--- config.mk ---
export PLATFORM = sky130hd
export DESIGN_NAME = asram_ctrl
export DESIGN_NICKNAME = d
export VERILOG_FILES = /design/src/rtl/asram_pkg.sv /design/src/rtl/asram_fsm.sv /design/src/rtl/asram_pins.sv /design/src/rtl/asram_ctrl.sv
export SDC_FILE = /design/constraint.sdc
export NUM_CORES = 1
export LEC_CHECK = 0
export BUFFER_PORTS_ARGS = -buffer_cell sky130_fd_sc_hd__buf_4
export CAP_MARGIN = 15
export CORE_MARGIN = 8
export CORE_UTILIZATION = 40
export DETAILED_ROUTE_END_ITERATION = 16
export PLACE_DENSITY_LB_ADDON = 0.08
export SLEW_MARGIN = 20
export SYNTH_ARGS = -nofsm -noshare
export SYNTH_HDL_FRONTEND = slang
export SYNTH_SLANG_ARGS = --single-unit
--- constraint.sdc ---
create_clock -name clk -period 1.75 [get_ports clk]
set_input_delay 0.175 -clock clk [delete_from_list [all_inputs] [get_ports clk]]
set_output_delay 0.175 -clock clk [all_outputs]
set_load 0.01 [all_outputs]
--- src/rtl/asram_pkg.sv ---
package asram_pkg;

  typedef enum logic [2:0] {
    ST_IDLE,
    ST_RD,
    ST_TURN,
    ST_WR,
    ST_HOLD
  } asram_st_e;

  typedef struct packed {
    logic ce_n;
    logic oe_n;
    logic we_n;
    logic dq_oe;
  } asram_pins_t;

  // Pin levels held for the duration of each state.
  function automatic asram_pins_t pins_of(asram_st_e st);
    asram_pins_t p;
    case (st)
      ST_RD:   p = '{ce_n: 1'b0, oe_n: 1'b0, we_n: 1'b1, dq_oe: 1'b0};
      ST_WR:   p = '{ce_n: 1'b0, oe_n: 1'b1, we_n: 1'b0, dq_oe: 1'b1};
      ST_HOLD: p = '{ce_n: 1'b0, oe_n: 1'b1, we_n: 1'b1, dq_oe: 1'b1};
      default: p = '{ce_n: 1'b1, oe_n: 1'b1, we_n: 1'b1, dq_oe: 1'b0};
    endcase
    return p;
  endfunction

  // Cycles with req_ready low after an accepted request.
  function automatic int unsigned busy_cycles(bit is_wr, int unsigned acc,
                                              int unsigned wp, int unsigned trn);
    return is_wr ? (wp + 1) : (acc + trn);
  endfunction

  function automatic int unsigned max3(int unsigned a, int unsigned b, int unsigned c);
    int unsigned m;
    m = (a > b) ? a : b;
    return (m > c) ? m : c;
  endfunction

endpackage

--- src/rtl/asram_fsm.sv ---
module asram_fsm
  import asram_pkg::*;
#(
  parameter int unsigned ACCESS_CYC   = 2,
  parameter int unsigned WE_PULSE_CYC = 2,
  parameter int unsigned TURN_CYC     = 1
) (
  input  logic      clk,
  input  logic      rst_n,
  input  logic      req_valid,
  input  logic      req_write,
  output logic      req_ready,
  output logic      accept,
  output logic      capture,
  output asram_st_e st_nx
);

  localparam int unsigned MAXC  = max3(ACCESS_CYC, WE_PULSE_CYC, TURN_CYC);
  localparam int unsigned CNT_W = $clog2(MAXC + 1);
  localparam int unsigned BSY_W = $clog2(2 * MAXC + 2);

  asram_st_e        st_q;
  logic [CNT_W-1:0] cnt_q, cnt_nx;
  logic             phase_end;

  assign req_ready = (st_q == ST_IDLE);
  assign accept    = req_ready && req_valid;
  assign phase_end = (cnt_q == '0);
  assign capture   = (st_q == ST_RD) && phase_end;

  always_comb begin
    st_nx  = st_q;
    cnt_nx = phase_end ? cnt_q : cnt_q - 1'b1;
    case (st_q)
      ST_IDLE: if (req_valid) begin
        st_nx  = req_write ? ST_WR : ST_RD;
        cnt_nx = req_write ? CNT_W'(WE_PULSE_CYC - 1) : CNT_W'(ACCESS_CYC - 1);
      end
      ST_RD: if (phase_end) begin
        st_nx  = ST_TURN;
        cnt_nx = CNT_W'(TURN_CYC - 1);
      end
      ST_TURN: if (phase_end) st_nx = ST_IDLE;
      ST_WR: if (phase_end) begin
        st_nx  = ST_HOLD;
        cnt_nx = '0;
      end
      ST_HOLD: st_nx = ST_IDLE;
      default: st_nx = ST_IDLE;
    endcase
  end

  always_ff @(posedge clk or negedge rst_n) begin
    if (!rst_n) begin
      st_q  <= ST_IDLE;
      cnt_q <= '0;
    end else begin
      st_q  <= st_nx;
      cnt_q <= cnt_nx;
    end
  end

  // Busy-length observer for the checks below.
  logic [BSY_W-1:0] busy_cnt;
  logic             last_wr;

  always_ff @(posedge clk or negedge rst_n) begin
    if (!rst_n) begin
      busy_cnt <= '0;
      last_wr  <= 1'b0;
    end else if (accept) begin
      busy_cnt <= '0;
      last_wr  <= req_write;
    end else if (!req_ready) begin
      busy_cnt <= busy_cnt + 1'b1;
    end
  end

  p_busy_after_accept_r7: assert property (@(posedge clk) disable iff (!rst_n)
    accept |=> !req_ready);

  p_busy_len_r7: assert property (@(posedge clk) disable iff (!rst_n)
    $rose(req_ready) |->
      (int'(busy_cnt) == int'(busy_cycles(last_wr, ACCESS_CYC, WE_PULSE_CYC, TURN_CYC))));

endmodule

--- src/rtl/asram_pins.sv ---
module asram_pins
  import asram_pkg::*;
#(
  parameter int unsigned ADDR_W       = 19,
  parameter int unsigned DATA_W       = 8,
  parameter int unsigned WE_PULSE_CYC = 2,
  parameter int unsigned TURN_CYC     = 1
) (
  input  logic              clk,
  input  logic              rst_n,
  input  logic              accept,
  input  logic              capture,
  input  asram_st_e         st_nx,
  input  logic [ADDR_W-1:0] req_addr,
  input  logic [DATA_W-1:0] req_wdata,
  output logic              rsp_valid,
  output logic [DATA_W-1:0] rsp_rdata,
  output logic [ADDR_W-1:0] mem_addr,
  output logic              mem_ce_n,
  output logic              mem_oe_n,
  output logic              mem_we_n,
  output logic [DATA_W-1:0] mem_dq_out,
  input  logic [DATA_W-1:0] mem_dq_in,
  output logic              mem_dq_oe
);

  localparam int unsigned GAP_W = $clog2(TURN_CYC + 2);
  localparam int unsigned WEC_W = $clog2(WE_PULSE_CYC + 2);

  asram_pins_t pins_nx;
  assign pins_nx = pins_of(st_nx);

  // Strobes leave flops so the pads see clean edges.
  always_ff @(posedge clk or negedge rst_n) begin
    if (!rst_n) begin
      mem_ce_n  <= 1'b1;
      mem_oe_n  <= 1'b1;
      mem_we_n  <= 1'b1;
      mem_dq_oe <= 1'b0;
    end else begin
      mem_ce_n  <= pins_nx.ce_n;
      mem_oe_n  <= pins_nx.oe_n;
      mem_we_n  <= pins_nx.we_n;
      mem_dq_oe <= pins_nx.dq_oe;
    end
  end

  always_ff @(posedge clk or negedge rst_n) begin
    if (!rst_n) begin
      mem_addr   <= '0;
      mem_dq_out <= '0;
    end else if (accept) begin
      mem_addr   <= req_addr;
      mem_dq_out <= req_wdata;
    end
  end

  always_ff @(posedge clk or negedge rst_n) begin
    if (!rst_n) begin
      rsp_valid <= 1'b0;
      rsp_rdata <= '0;
    end else begin
      rsp_valid <= capture;
      if (capture) rsp_rdata <= mem_dq_in;
    end
  end

  // Observers: cycles since the RAM last drove, and write strobe width.
  logic             ram_drives;
  logic [GAP_W-1:0] gap_q;
  logic [WEC_W-1:0] we_cnt;

  assign ram_drives = !mem_ce_n && !mem_oe_n && mem_we_n;

  always_ff @(posedge clk or negedge rst_n) begin
    if (!rst_n) begin
      gap_q  <= GAP_W'(TURN_CYC + 1);
      we_cnt <= '0;
    end else begin
      if (ram_drives)                          gap_q <= '0;
      else if (gap_q != GAP_W'(TURN_CYC + 1))  gap_q <= gap_q + 1'b1;
      if (mem_we_n)                                 we_cnt <= '0;
      else if (we_cnt != WEC_W'(WE_PULSE_CYC + 1))  we_cnt <= we_cnt + 1'b1;
    end
  end

  p_no_clash_r4: assert property (@(posedge clk) disable iff (!rst_n)
    mem_dq_oe |-> mem_oe_n);

  p_turn_gap_r4: assert property (@(posedge clk) disable iff (!rst_n)
    $rose(mem_dq_oe) |-> (gap_q >= GAP_W'(TURN_CYC)));

  p_write_sel_r5: assert property (@(posedge clk) disable iff (!rst_n)
    !mem_we_n |-> (!mem_ce_n && mem_oe_n));

  p_we_width_r5: assert property (@(posedge clk) disable iff (!rst_n)
    $rose(mem_we_n) |-> (we_cnt == WEC_W'(WE_PULSE_CYC)));

  p_wr_stable_r5: assert property (@(posedge clk) disable iff (!rst_n)
    (!mem_we_n && $past(!mem_we_n)) |-> ($stable(mem_addr) && $stable(mem_dq_out)));

  p_dq_lead_r6: assert property (@(posedge clk) disable iff (!rst_n)
    $fell(mem_we_n) |-> $rose(mem_dq_oe));

  p_dq_tail_r6: assert property (@(posedge clk) disable iff (!rst_n)
    $rose(mem_we_n) |-> (mem_dq_oe && !mem_ce_n) ##1 !mem_dq_oe);

  p_rsp_pulse_r3: assert property (@(posedge clk) disable iff (!rst_n)
    rsp_valid |=> !rsp_valid);

endmodule

--- src/rtl/asram_ctrl.sv ---
module asram_ctrl
  import asram_pkg::*;
#(
  parameter int unsigned ADDR_W       = 19,
  parameter int unsigned DATA_W       = 8,
  parameter int unsigned ACCESS_CYC   = 2,
  parameter int unsigned WE_PULSE_CYC = 2,
  parameter int unsigned TURN_CYC     = 1
) (
  input  logic              clk,
  input  logic              rst_n,
  input  logic              req_valid,
  output logic              req_ready,
  input  logic              req_write,
  input  logic [ADDR_W-1:0] req_addr,
  input  logic [DATA_W-1:0] req_wdata,
  output logic              rsp_valid,
  output logic [DATA_W-1:0] rsp_rdata,
  output logic [ADDR_W-1:0] mem_addr,
  output logic              mem_ce_n,
  output logic              mem_oe_n,
  output logic              mem_we_n,
  output logic [DATA_W-1:0] mem_dq_out,
  input  logic [DATA_W-1:0] mem_dq_in,
  output logic              mem_dq_oe
);

  logic      accept;
  logic      capture;
  asram_st_e st_nx;

  asram_fsm #(
    .ACCESS_CYC  (ACCESS_CYC),
    .WE_PULSE_CYC(WE_PULSE_CYC),
    .TURN_CYC    (TURN_CYC)
  ) u_fsm (
    .clk      (clk),
    .rst_n    (rst_n),
    .req_valid(req_valid),
    .req_write(req_write),
    .req_ready(req_ready),
    .accept   (accept),
    .capture  (capture),
    .st_nx    (st_nx)
  );

  asram_pins #(
    .ADDR_W      (ADDR_W),
    .DATA_W      (DATA_W),
    .WE_PULSE_CYC(WE_PULSE_CYC),
    .TURN_CYC    (TURN_CYC)
  ) u_pins (
    .clk       (clk),
    .rst_n     (rst_n),
    .accept    (accept),
    .capture   (capture),
    .st_nx     (st_nx),
    .req_addr  (req_addr),
    .req_wdata (req_wdata),
    .rsp_valid (rsp_valid),
    .rsp_rdata (rsp_rdata),
    .mem_addr  (mem_addr),
    .mem_ce_n  (mem_ce_n),
    .mem_oe_n  (mem_oe_n),
    .mem_we_n  (mem_we_n),
    .mem_dq_out(mem_dq_out),
    .mem_dq_in (mem_dq_in),
    .mem_dq_oe (mem_dq_oe)
  );

  p_idle_quiet_r1: assert property (@(posedge clk) disable iff (!rst_n)
    (req_ready && !rsp_valid) |-> (mem_ce_n && mem_oe_n && mem_we_n && !mem_dq_oe));

endmodule

==> key figures, run 1 <==
Status
  • Status: finished clean

Global route
  • Met3 usage in global routing: 5.47%
  • Initial antenna violation count: 0
  • Vias in the first global route: 1193
  • Met1 usage: 14.5%
  • First-pass GRT wire length: 6600 µm
  • Gr ovfl total: 0
  • GRT met2 Usage: 17.6%
  • GRT Util Overall: 11.7%
  • Gr busiest metal: met2
  • Largest net degree at the start of global routing: 46

CTS
  • CTS root buf: clkbuf_8
  • CTS Buf Count: 5
  • Clock Latency Late Sink: 0.29 ns
  • H-tree depth: 2
  • CTS tree: yes
  • Clock Sinks: 45
  • Clock-pin slew on the worst setup and hold paths: 0.08 ns
  • Clock Path Buffers: 2

Worst hold path
  • Worst min path class: in -> reg

Worst setup path
  • Startpoint Class: flip-flop
  • Required @ worst endpoint: 1.93 ns
  • Critical-path maximum fanout: 17
  • Crit end category: flip-flop
  • CP Data Arrival Time: 1.73 ns
  • Critical path class: reg -> reg

STA
  • Worst Max-Slew Pin Slew: 0.555 ns
  • # setup viols final: 0
  • Final min period: 1.55 ns
  • Maximum clock rate: 646 MHz
  • Total negative slack: 0 ns
  • Max Slew Vio Count: 0
  • Slew HR: 63.0%
  • Fin crit share: 88.4%
  • Final hold violation count: 0
  • Clock Skew: 0.00649 ns
  • RSZ-0062 raised after global routing: no

Synth
  • Synth warn: 0
  • Post-Syn Instances: 114
  • Library cells used by synthesis: 23
  • Yosys top cell by area: dfrtp_1
  • Dominant cells by area after synthesis: dfrtp_1, mux2_4, mux2_2
  • Mapped Avg Cell Area: 16.3 µm²
  • Syn_nets: 153
  • Synth Register Bits: 45
  • Synth Cell Area: 1850 µm²
  • Sequential-to-total area share from yosys stat: 61.0%
  • Top-area cell type share of the netlist area: 56.7%

Routing
  • DR WL/cell: 16.4 µm
  • # DRC: 0
  • Final WL: 4130 µm
  • Drt initial violations: 31
  • DRT Pass-1 Iters: 3
  • Final ANT Viol Nets: 0
  • Drt via density: 4.63
  • DR vias: 1168

Place
  • Post-Place Cells: 243
  • DP Wirelength: 3150 µm
  • Routability Congestion: 0.775
  • Input/output buffers: 79

Floorplanning
  • Die area: 7070 µm²
  • Top Ports: 80
  • Core box area: 4410 µm²
  • FP Rows: 24
  • Die X: 84.1 µm
  • Initial Util: 42.0%
  • Die Span Y: 84.1 µm

Run
  • Max Cap Viol: 0

Final layout
  • Area delta synth->final: 40.9%
  • Layout fillers: 370
  • Diodes inserted: 0
  • Share of cells above drive strength 1: 67.0%
  • Fin cells: 252
  • Final #Nets: 238

Pwr
  • Power per cell area: 1930 nW/µm²
  • Static leakage: 1.29 nW
  • VDD IR max: 0.828 mV
==> registers in the layout (all words and copies together), names as in the netlist <==
| signal | count |
|---|---|
| u_pins.mem_addr | 19 |
| u_pins.mem_dq_out | 8 |
| u_pins.rsp_rdata | 8 |
| u_fsm.st_q | 3 |
| u_fsm.cnt_q | 2 |
| u_pins.mem_ce_n | 1 |
| u_pins.mem_dq_oe | 1 |
| u_pins.mem_oe_n | 1 |
| u_pins.mem_we_n | 1 |
| u_pins.rsp_valid | 1 |
==> critical path, stage by stage (launching register included) <==
cell,delay (ns)
dfrtp_1,0.41
nor3_4,0.22
and2_4,0.28
buf_12,0.20
mux2_4,0.32
==> routing by layer <==
metal / vias up / routed length (µm) / share of wire, %
met5: - / 0 / 0
met4: 0 / 22 / 0.53
met3: 2 / 318 / 7.7
met2: 42 / 2010 / 49
met1: 564 / 1770 / 43
li1: 560 / - / -
==> cells by family (layout without fill, tap and decap cells) <==
logic type / count (synthesis) / in the layout / synth area share, %
AO/OA/AOI/OAI: 9 / 9 / 2.90
buffers and inverters: 8 / 94 / 5.06
flip-flops: 45 / 45 / 61.0
multiplexers: 35 / 35 / 25.3
AND/OR/NAND/NOR: 17 / 17 / 5.74
==> final timing paths <==
check / cells after the start / slack, ns / start / endpoint
worst max-delay path: 4 / 0.20 / u_fsm.st_q[2] / u_pins.mem_addr[14]
worst min-delay path: 2 / 0.11 / req_addr[8] / u_pins.mem_addr[8]
min in group asynchronous: 2 / 0.41 / rst_n / u_pins.mem_dq_out[0]
max in group asynchronous: 2 / 0.95 / rst_n / u_pins.mem_oe_n
worst min register to register: 1 / 0.51 / u_pins.mem_addr[6] / u_pins.mem_addr[6]
worst max register to register: 4 / 0.20 / u_fsm.st_q[2] / u_pins.mem_addr[14]
==> stage by stage <==
| stage | hold WS (ns) | cell area (µm²) | worst slack (ns) | util [%] | power [mW] |
|---|---|---|---|---|---|
| global route | 0.0939 | 2610 | 0.158 | 59.2 | 5.37 |
| floorplan | -0.121 | 1850 | 0.172 | - | 3.24 |
| global placement | 0.194 | 2470 | 0.249 | 55.9 | 4.15 |
| CTS | 0.101 | 2610 | 0.189 | 59.2 | 5.14 |
| detailed placement | 0.203 | 2470 | 0.203 | 55.9 | 4.21 |
| finish | 0.108 | 2610 | 0.203 | 59.2 | 5.05 |
==> layout by cell type, fill, tap and decap left out <==
cell type	synthesis	final
o21ai_0	2	2
bufinv_16	0	2
a21oi_1	4	4
nor4_2	1	1
nor3_4	1	1
nor2_1	2	2
dlygate4sd3_1	0	1
nand2_1	5	5
mux2_4	20	20
nand2_2	1	1
or2_2	1	1
and3_1	1	1
a211o_1	1	1
nor4b_1	1	1
buf_4	2	82
inv_1	2	2
dfrtp_1	42	42
nand3_1	2	2
dfstp_2	3	3
a21o_1	2	2
clkbuf_8	0	5
and2_4	1	1
clkinv_2	0	1
mux2_2	15	15
buf_12	3	1
nor3_1	1	1
==> synth_stat cells <==
| library cell | count |
|---|---|
| nor4b_1 | 1 |
| nand2_1 | 5 |
| nor4_2 | 1 |
| dfstp_2 | 3 |
| nand3_1 | 2 |
| a21oi_1 | 4 |
| buf_6 | 1 |
| buf_12 | 3 |
| buf_4 | 2 |
| nor3_4 | 1 |
| or2_2 | 1 |
| a21o_1 | 2 |
| inv_1 | 2 |
| and2_4 | 1 |
| o21ai_0 | 2 |
| nand2_2 | 1 |
| nor2_1 | 2 |
| a211o_1 | 1 |
| dfrtp_1 | 42 |
| mux2_4 | 20 |
| nor3_1 | 1 |
| and3_1 | 1 |
| mux2_2 | 15 |
==> area by class of cell <==
cell class | count | area [µm²] | share of cell area, %
flip-flops and latches | 45 | 1130 | 43.3
inverters | 2 | 7.51 | 0.287
repair buffers | 84 | 646 | 24.7
multi-input cells | 61 | 629 | 24.1
well taps | 52 | 65.1 | 2.49
clock buffers | 5 | 68.8 | 2.64
clock inverters | 3 | 65.1 | 2.49
==> timing repair <==
item                                   in CTS  in global routing
buffers inserted                            0                  0
endpoints found under the hold margin      42                  0
hold buffers                                1                  0
gates resized for setup                     0                  0
==> power breakdown <==
part | switching (mW) | internal (mW) | total, mW
combinational | 0.909 | 1.40 | 2.31
clock | 0.333 | 0.567 | 0.900
sequential | 0.280 | 1.56 | 1.84
total | 1.52 | 3.53 | 5.05
No activity file was read; power rests on OpenSTA's default activity.
==> run 2, diff against run 1 <==
- CORE_ASPECT_RATIO: unset -> 0.75
- SLEW_MARGIN: 20 -> unset
==> run 2 against run 1 <==
- clock power is 11% lower
- core utilization is 0.42 points lower
- via count is 4.5% higher
- flip-flop and latch count stayed put
- final cell count is 2.4% higher
- wire length is 3.5% higher
==> key figures, run 2 (synthesized netlist as in run 1, its figures left out) <==
Final layout
  • Commonest non-fill, non-tap cell in the layout: buf_4
  • Biggest register: u_pins.mem_addr
  • Diodes inserted: 0 (unchanged)
  • Register Area: 1130 µm² (unchanged)
  • Footprint of the multi-input gates: 629 µm² (unchanged)
  • Final #Nets: 239 (+0.42%)
  • Top flop regs: u_pins.mem_addr (19), u_pins.mem_dq_out (8), u_pins.rsp_rdata (8)
  • Most frequent cells in the layout: buf_4, dfrtp_1, mux2_4
  • Largest register FFs: 19 (unchanged)
  • Share of cells above drive strength 1: 67.2% (+0.16 points)
  • Layout fillers: 383 (+3.5%)
  • Area delta synth->final: 41.6%

STA
  • Slew HR: 61.8% (-1.2 points)
  • Worst setup margin: 0.231 ns (+0.0278 ns)
  • # setup viols final: 0 (unchanged)
  • Clock Skew: 0.00400 ns (-0.00250 ns)
  • Maximum clock rate: 658 MHz (+1.8%)
  • RSZ-0062 raised after global routing: no
  • Final min period: 1.52 ns (-0.0278 ns)
  • Worst Max-Slew Pin Slew: 0.573 ns (+0.0176 ns)
  • Hold Slack: 0.111 ns (+0.00293 ns)
  • Max Slew Vio Count: 0 (unchanged)
  • Total negative slack: 0 ns (unchanged)
  • Final hold violation count: 0 (unchanged)
  • Fin crit share: 86.8% (-1.6 points)

Worst setup path
  • Critical-path maximum fanout: 12 (-5)
  • Critical path class: reg -> reg
  • Cell family with most CP delay: simple AND/OR/NAND/NOR gates
  • Required @ worst endpoint: 1.93 ns (about the same)
  • Worst-path cell chain: nor3_4, and2_4, buf_12, mux2_4
  • Crit-path slowest cell: dfrtp_1
  • CP Data Arrival Time: 1.70 ns (-0.03 ns)
  • Crit end category: flip-flop
  • Worst path buffer plus inverter count: 1 (unchanged)
  • Max incr delay on CP: 0.41 ns (about the same)
  • Startpoint Class: flip-flop

CTS
  • Clock-pin slew on the worst setup and hold paths: 0.08 ns (about the same)
  • CTS tree: yes
  • Clock Sinks: 45 (unchanged)
  • CTS root buf: clkbuf_8
  • Clock Latency Late Sink: 0.29 ns (about the same)
  • CTS Buf Count: 5 (unchanged)
  • H-tree depth: 2 (unchanged)
  • Clock Path Buffers: 2 (unchanged)
  • PostCTS Resize Cnt: 0 (unchanged)

Floorplanning
  • Initial Util: 41.5% (-0.49 points)
  • Die area: 7090 µm² (+0.33%)
  • Top Ports: 80 (unchanged)
  • FP Rows: 21 (-13%)
  • Core box area: 4470 µm² (+1.2%)
  • Die X: 94.6 µm (+13%)
  • Die Span Y: 74.9 µm (-11%)

Place
  • Pre-CTS setup slack: 0.223 ns (+0.0197 ns)
  • Routability Congestion: 0.754 (-2.7%)
  • Input/output buffers: 79 (unchanged)
  • DP Wirelength: 3240 µm (+2.8%)

Run
  • Max Cap Viol: 0 (unchanged)

Routing
  • Final ANT Viol Nets: 0 (unchanged)
  • DRT Pass-1 Iters: 4 (+1)
  • # DRC: 0 (unchanged)
  • DR vias: 1220 (+4.5%)
  • DR WL/cell: 16.6 µm (+1.1%)
  • Drt initial violations: 47 (+52%)
  • Drt via density: 4.73 (+2.0%)
  • Final WL: 4270 µm (+3.5%)

Global route
  • Vias in the first global route: 1344 (+13%)
  • Initial antenna violation count: 0 (unchanged)
  • Gr ovfl total: 0 (unchanged)
  • Largest net degree at the start of global routing: 46 (unchanged)
  • First-pass GRT wire length: 6840 µm (+3.6%)
  • GRT Util Overall: 12.3% (+0.64 points)

Worst hold path
  • Worst min path class: in -> reg

Pwr
  • Power per cell area: 1900 nW/µm² (-1.5%)
  • VDD IR max: 0.771 mV (-6.8%)
  • Static leakage: 1.29 nW (-0.15%)

Status
  • Status: finished clean
run 2: final cells by class:
cell class                      count  area share [%]
Multi-Input combinational cell     61            24.0
Clock buffer                        6            3.15
Sequential cell                    45            43.1
Timing Repair Buffer               85            25.4
Clock inverter                      2            1.43
Inverter                            2           0.286
Tap cell                           57            2.72
run 2: through the flow:
step / utilization (%) / total power, mW / instances / area (µm²)
after floorplan: - / 3.24 / 114 / 1850
after global placement: 55.8 / 4.19 / 249 / 2490
after detailed placement: 55.8 / 4.26 / 249 / 2490
after CTS: 58.7 / 5.09 / 258 / 2620
after global routing: 58.7 / 5.30 / 258 / 2620
final: 58.7 / 5.00 / 258 / 2620
run 2: repair_timing:
| item | in CTS | in global routing |
|---|---|---|
| hold endpoints to repair | 42 | 0 |
| buffers inserted | 0 | 0 |
| hold buffers | 1 | 0 |
run 2: report_power, final:
group | switching (mW) | leakage [nW] | total [mW] | internal, mW
sequential | 0.292 | 0.534 | 1.85 | 1.56
combinational | 0.913 | 0.698 | 2.35 | 1.44
clock | 0.334 | 0.0574 | 0.798 | 0.464
total | 1.54 | 1.29 | 5.00 | 3.46
run 2: final timing paths:
| check | from | end | slack, ns | depth (start not counted) |
|---|---|---|---|---|
| worst max-delay path | u_fsm.st_q[2] | u_pins.mem_dq_out[0] | 0.23 | 4 |
| worst min-delay path | req_addr[12] | u_pins.mem_addr[12] | 0.11 | 2 |
| worst max register to register | u_fsm.st_q[2] | u_pins.mem_dq_out[0] | 0.23 | 4 |
| worst min register to register | u_pins.rsp_rdata[2] | u_pins.rsp_rdata[2] | 0.51 | 1 |
| max in group asynchronous | rst_n | u_pins.mem_we_n | 0.94 | 2 |
| min in group asynchronous | rst_n | u_pins.mem_addr[5] | 0.42 | 2 |
run 2: per-layer routing:
layer	part of all wire (%)	global-route usage [%]	routed length (µm)	vias up
met3	9.9	5.78	421	2
met1	42	14.5	1790	606
met2	48	19.8	2050	47
met4	0.40	3.62	17	0
met5	0	0	0	-
li1	-	-	-	565
==> run 3, diff against run 2 <==
- CORE_UTILIZATION: 40 -> 47
==> run 3 against run 2 <==
- combinational power barely moved
- design area fell by 1.1%
- largest power group unchanged
- non-clock buffer count fell by 1
- critical path depth did not move
==> key figures, run 3 (synthesized netlist as in run 1, its figures left out) <==
Global route
  • Gr ovfl total: 0 (unchanged)
  • Initial antenna violation count: 0 (unchanged)
  • Vias in the first global route: 1287 (-4.2%)
  • Largest net degree at the start of global routing: 46 (unchanged)
  • First-pass GRT wire length: 6510 µm (-4.8%)
  • GRT Util Overall: 13.4% (+1.0 points)

Run
  • Max Cap Viol: 0 (unchanged)

Routing
  • DRT Pass-1 Iters: 4 (unchanged)
  • Drt initial violations: 38 (-19%)
  • DR vias: 1171 (-4.0%)
  • DR WL/cell: 16.2 µm (-2.4%)
  • Final ANT Viol Nets: 0 (unchanged)
  • Drt via density: 4.67 (-1.3%)
  • Final WL: 4060 µm (-5.1%)
  • # DRC: 0 (unchanged)

CTS
  • Clock Sinks: 45 (unchanged)
  • CTS Buf Count: 5 (unchanged)
  • H-tree depth: 2 (unchanged)
  • CTS root buf: clkbuf_8
  • Clock-pin slew on the worst setup and hold paths: 0.08 ns (about the same)
  • Clock Path Buffers: 2 (unchanged)
  • CTS tree: yes
  • Post-CTS Setup Bufs: 0 (unchanged)
  • PostCTS Resize Cnt: 0 (unchanged)
  • Clock Latency Late Sink: 0.29 ns (about the same)

Final layout
  • Fin cells: 251 (-2.7%)
  • Final instance area: 2590 µm² (-1.1%)
  • Biggest register: u_pins.mem_addr
  • Area delta synth->final: 40.0%
  • Most frequent cells in the layout: buf_4, dfrtp_1, mux2_4
  • Diodes inserted: 0 (unchanged)
  • Layout fillers: 275 (-28%)
  • Largest register FFs: 19 (unchanged)
  • Share of cells above drive strength 1: 66.8% (-0.33 points)
  • Final #Nets: 238 (-0.42%)
  • Commonest non-fill, non-tap cell in the layout: buf_4
  • Final core occ: 69.5% (+11 points)
  • Top flop regs: u_pins.mem_addr (19), u_pins.mem_dq_out (8), u_pins.rsp_rdata (8)

Place
  • Post-Place Cells: 243 (-2.4%)
  • Dpl cell area: 2480 µm² (-0.55%)
  • Pre-CTS setup slack: 0.201 ns (-0.0213 ns)
  • Routability Congestion: 0.855 (+13%)
  • DP Wirelength: 3090 µm (-4.9%)
  • Input/output buffers: 79 (unchanged)

Worst setup path
  • Crit-path slowest cell: dfrtp_1
  • Max incr delay on CP: 0.50 ns (+0.09 ns)
  • Cell family with most CP delay: flip-flops
  • Critical path class: reg -> reg
  • CP Data Arrival Time: 1.73 ns (+0.03 ns)
  • Startpoint Class: flip-flop
  • Crit end category: flip-flop
  • Required @ worst endpoint: 1.92 ns (about the same)
  • Critical-path maximum fanout: 13 (+1)
  • Worst path buffer plus inverter count: 1 (unchanged)
  • Worst-path cell chain: nor3_4, and2_4, buf_12, mux2_2

STA
  • Final hold violation count: 0 (unchanged)
  • RSZ-0062 raised after global routing: no
  • Max Slew Vio Count: 0 (unchanged)
  • Worst setup margin: 0.187 ns (-0.0440 ns)
  • Maximum clock rate: 640 MHz (-2.8%)
  • Hold Slack: 0.111 ns (+0.000172 ns)
  • Worst Max-Slew Pin Slew: 0.532 ns (-0.0406 ns)
  • Clock Skew: 0.00650 ns (+0.00250 ns)
  • Total negative slack: 0 ns (unchanged)
  • Fin crit share: 89.3% (+2.5 points)
  • Slew HR: 64.5% (+2.7 points)
  • Final min period: 1.56 ns (+0.0440 ns)
  • # setup viols final: 0 (unchanged)

Pwr
  • Power per cell area: 1900 nW/µm² (-0.22%)
  • Static leakage: 1.28 nW (-0.68%)
  • VDD IR max: 1.05 mV (+36%)
  • Tot Pwr: 4.93 mW (-1.4%)

Floorplanning
  • FP Rows: 19 (-9.5%)
  • Die area: 6230 µm² (-12%)
  • Core box area: 3730 µm² (-16%)
  • Top Ports: 80 (unchanged)
  • Initial Util: 49.6% (+8.2 points)
  • Die X: 88.5 µm (-6.4%)
  • Die Span Y: 70.4 µm (-6.1%)

Status
  • Status: finished clean

Worst hold path
  • Worst min path class: in -> reg
==> run 3: cell count changes in the layout (fill, tap and decap cells not counted), sizes merged <==
cell and change:
buf -1, clkbuf -1, clkinv +1, clkinvlp -1
==> run 3: path summary, 6_finish.rpt <==
check                                    start  depth (start not counted)                   end  slack, ns
min in group asynchronous                rst_n                          2    u_pins.mem_addr[1]       0.42
min reg2reg                u_pins.rsp_rdata[1]                          1   u_pins.rsp_rdata[1]       0.51
min                               req_wdata[7]                          2  u_pins.mem_dq_out[7]       0.11
max in group asynchronous                rst_n                          2       u_pins.mem_ce_n       0.95
max reg2reg                      u_fsm.st_q[2]                          4    u_pins.mem_addr[5]       0.19
max                              u_fsm.st_q[2]                          4    u_pins.mem_addr[5]       0.19
==> run 3: report_power, final <==
part / leakage (nW) / switching (mW) / internal, mW
combinational: 0.692 / 0.915 / 1.43
clock: 0.0540 / 0.311 / 0.415
sequential: 0.534 / 0.299 / 1.56
total: 1.28 / 1.52 / 3.40
==> run 3: area by class of cell <==
class / count / area (µm²) / share of cell area [%]
inverters: 2 / 7.51 / 0.289
well taps: 52 / 65.1 / 2.51
repair buffers: 84 / 658 / 25.4
multi-input cells: 61 / 629 / 24.3
clock inverters: 2 / 35.0 / 1.35
clock buffers: 5 / 68.8 / 2.65
flip-flops and latches: 45 / 1130 / 43.6
==> run 3: timing repair <==
action | in CTS | in global routing
hold buffers | 1 | 0
endpoints found under the hold margin | 42 | 0
setup endpoints to repair | 0 | 0
==> run 3: metal layers <==
layer  up-vias  wire length, µm  global-route usage, %
met4         0               43                   3.93
met1       558             1670                   16.5
met3         5              381                   5.14
met2        45             1960                   20.9
li1        563                -                      -
met5         -                0                      0
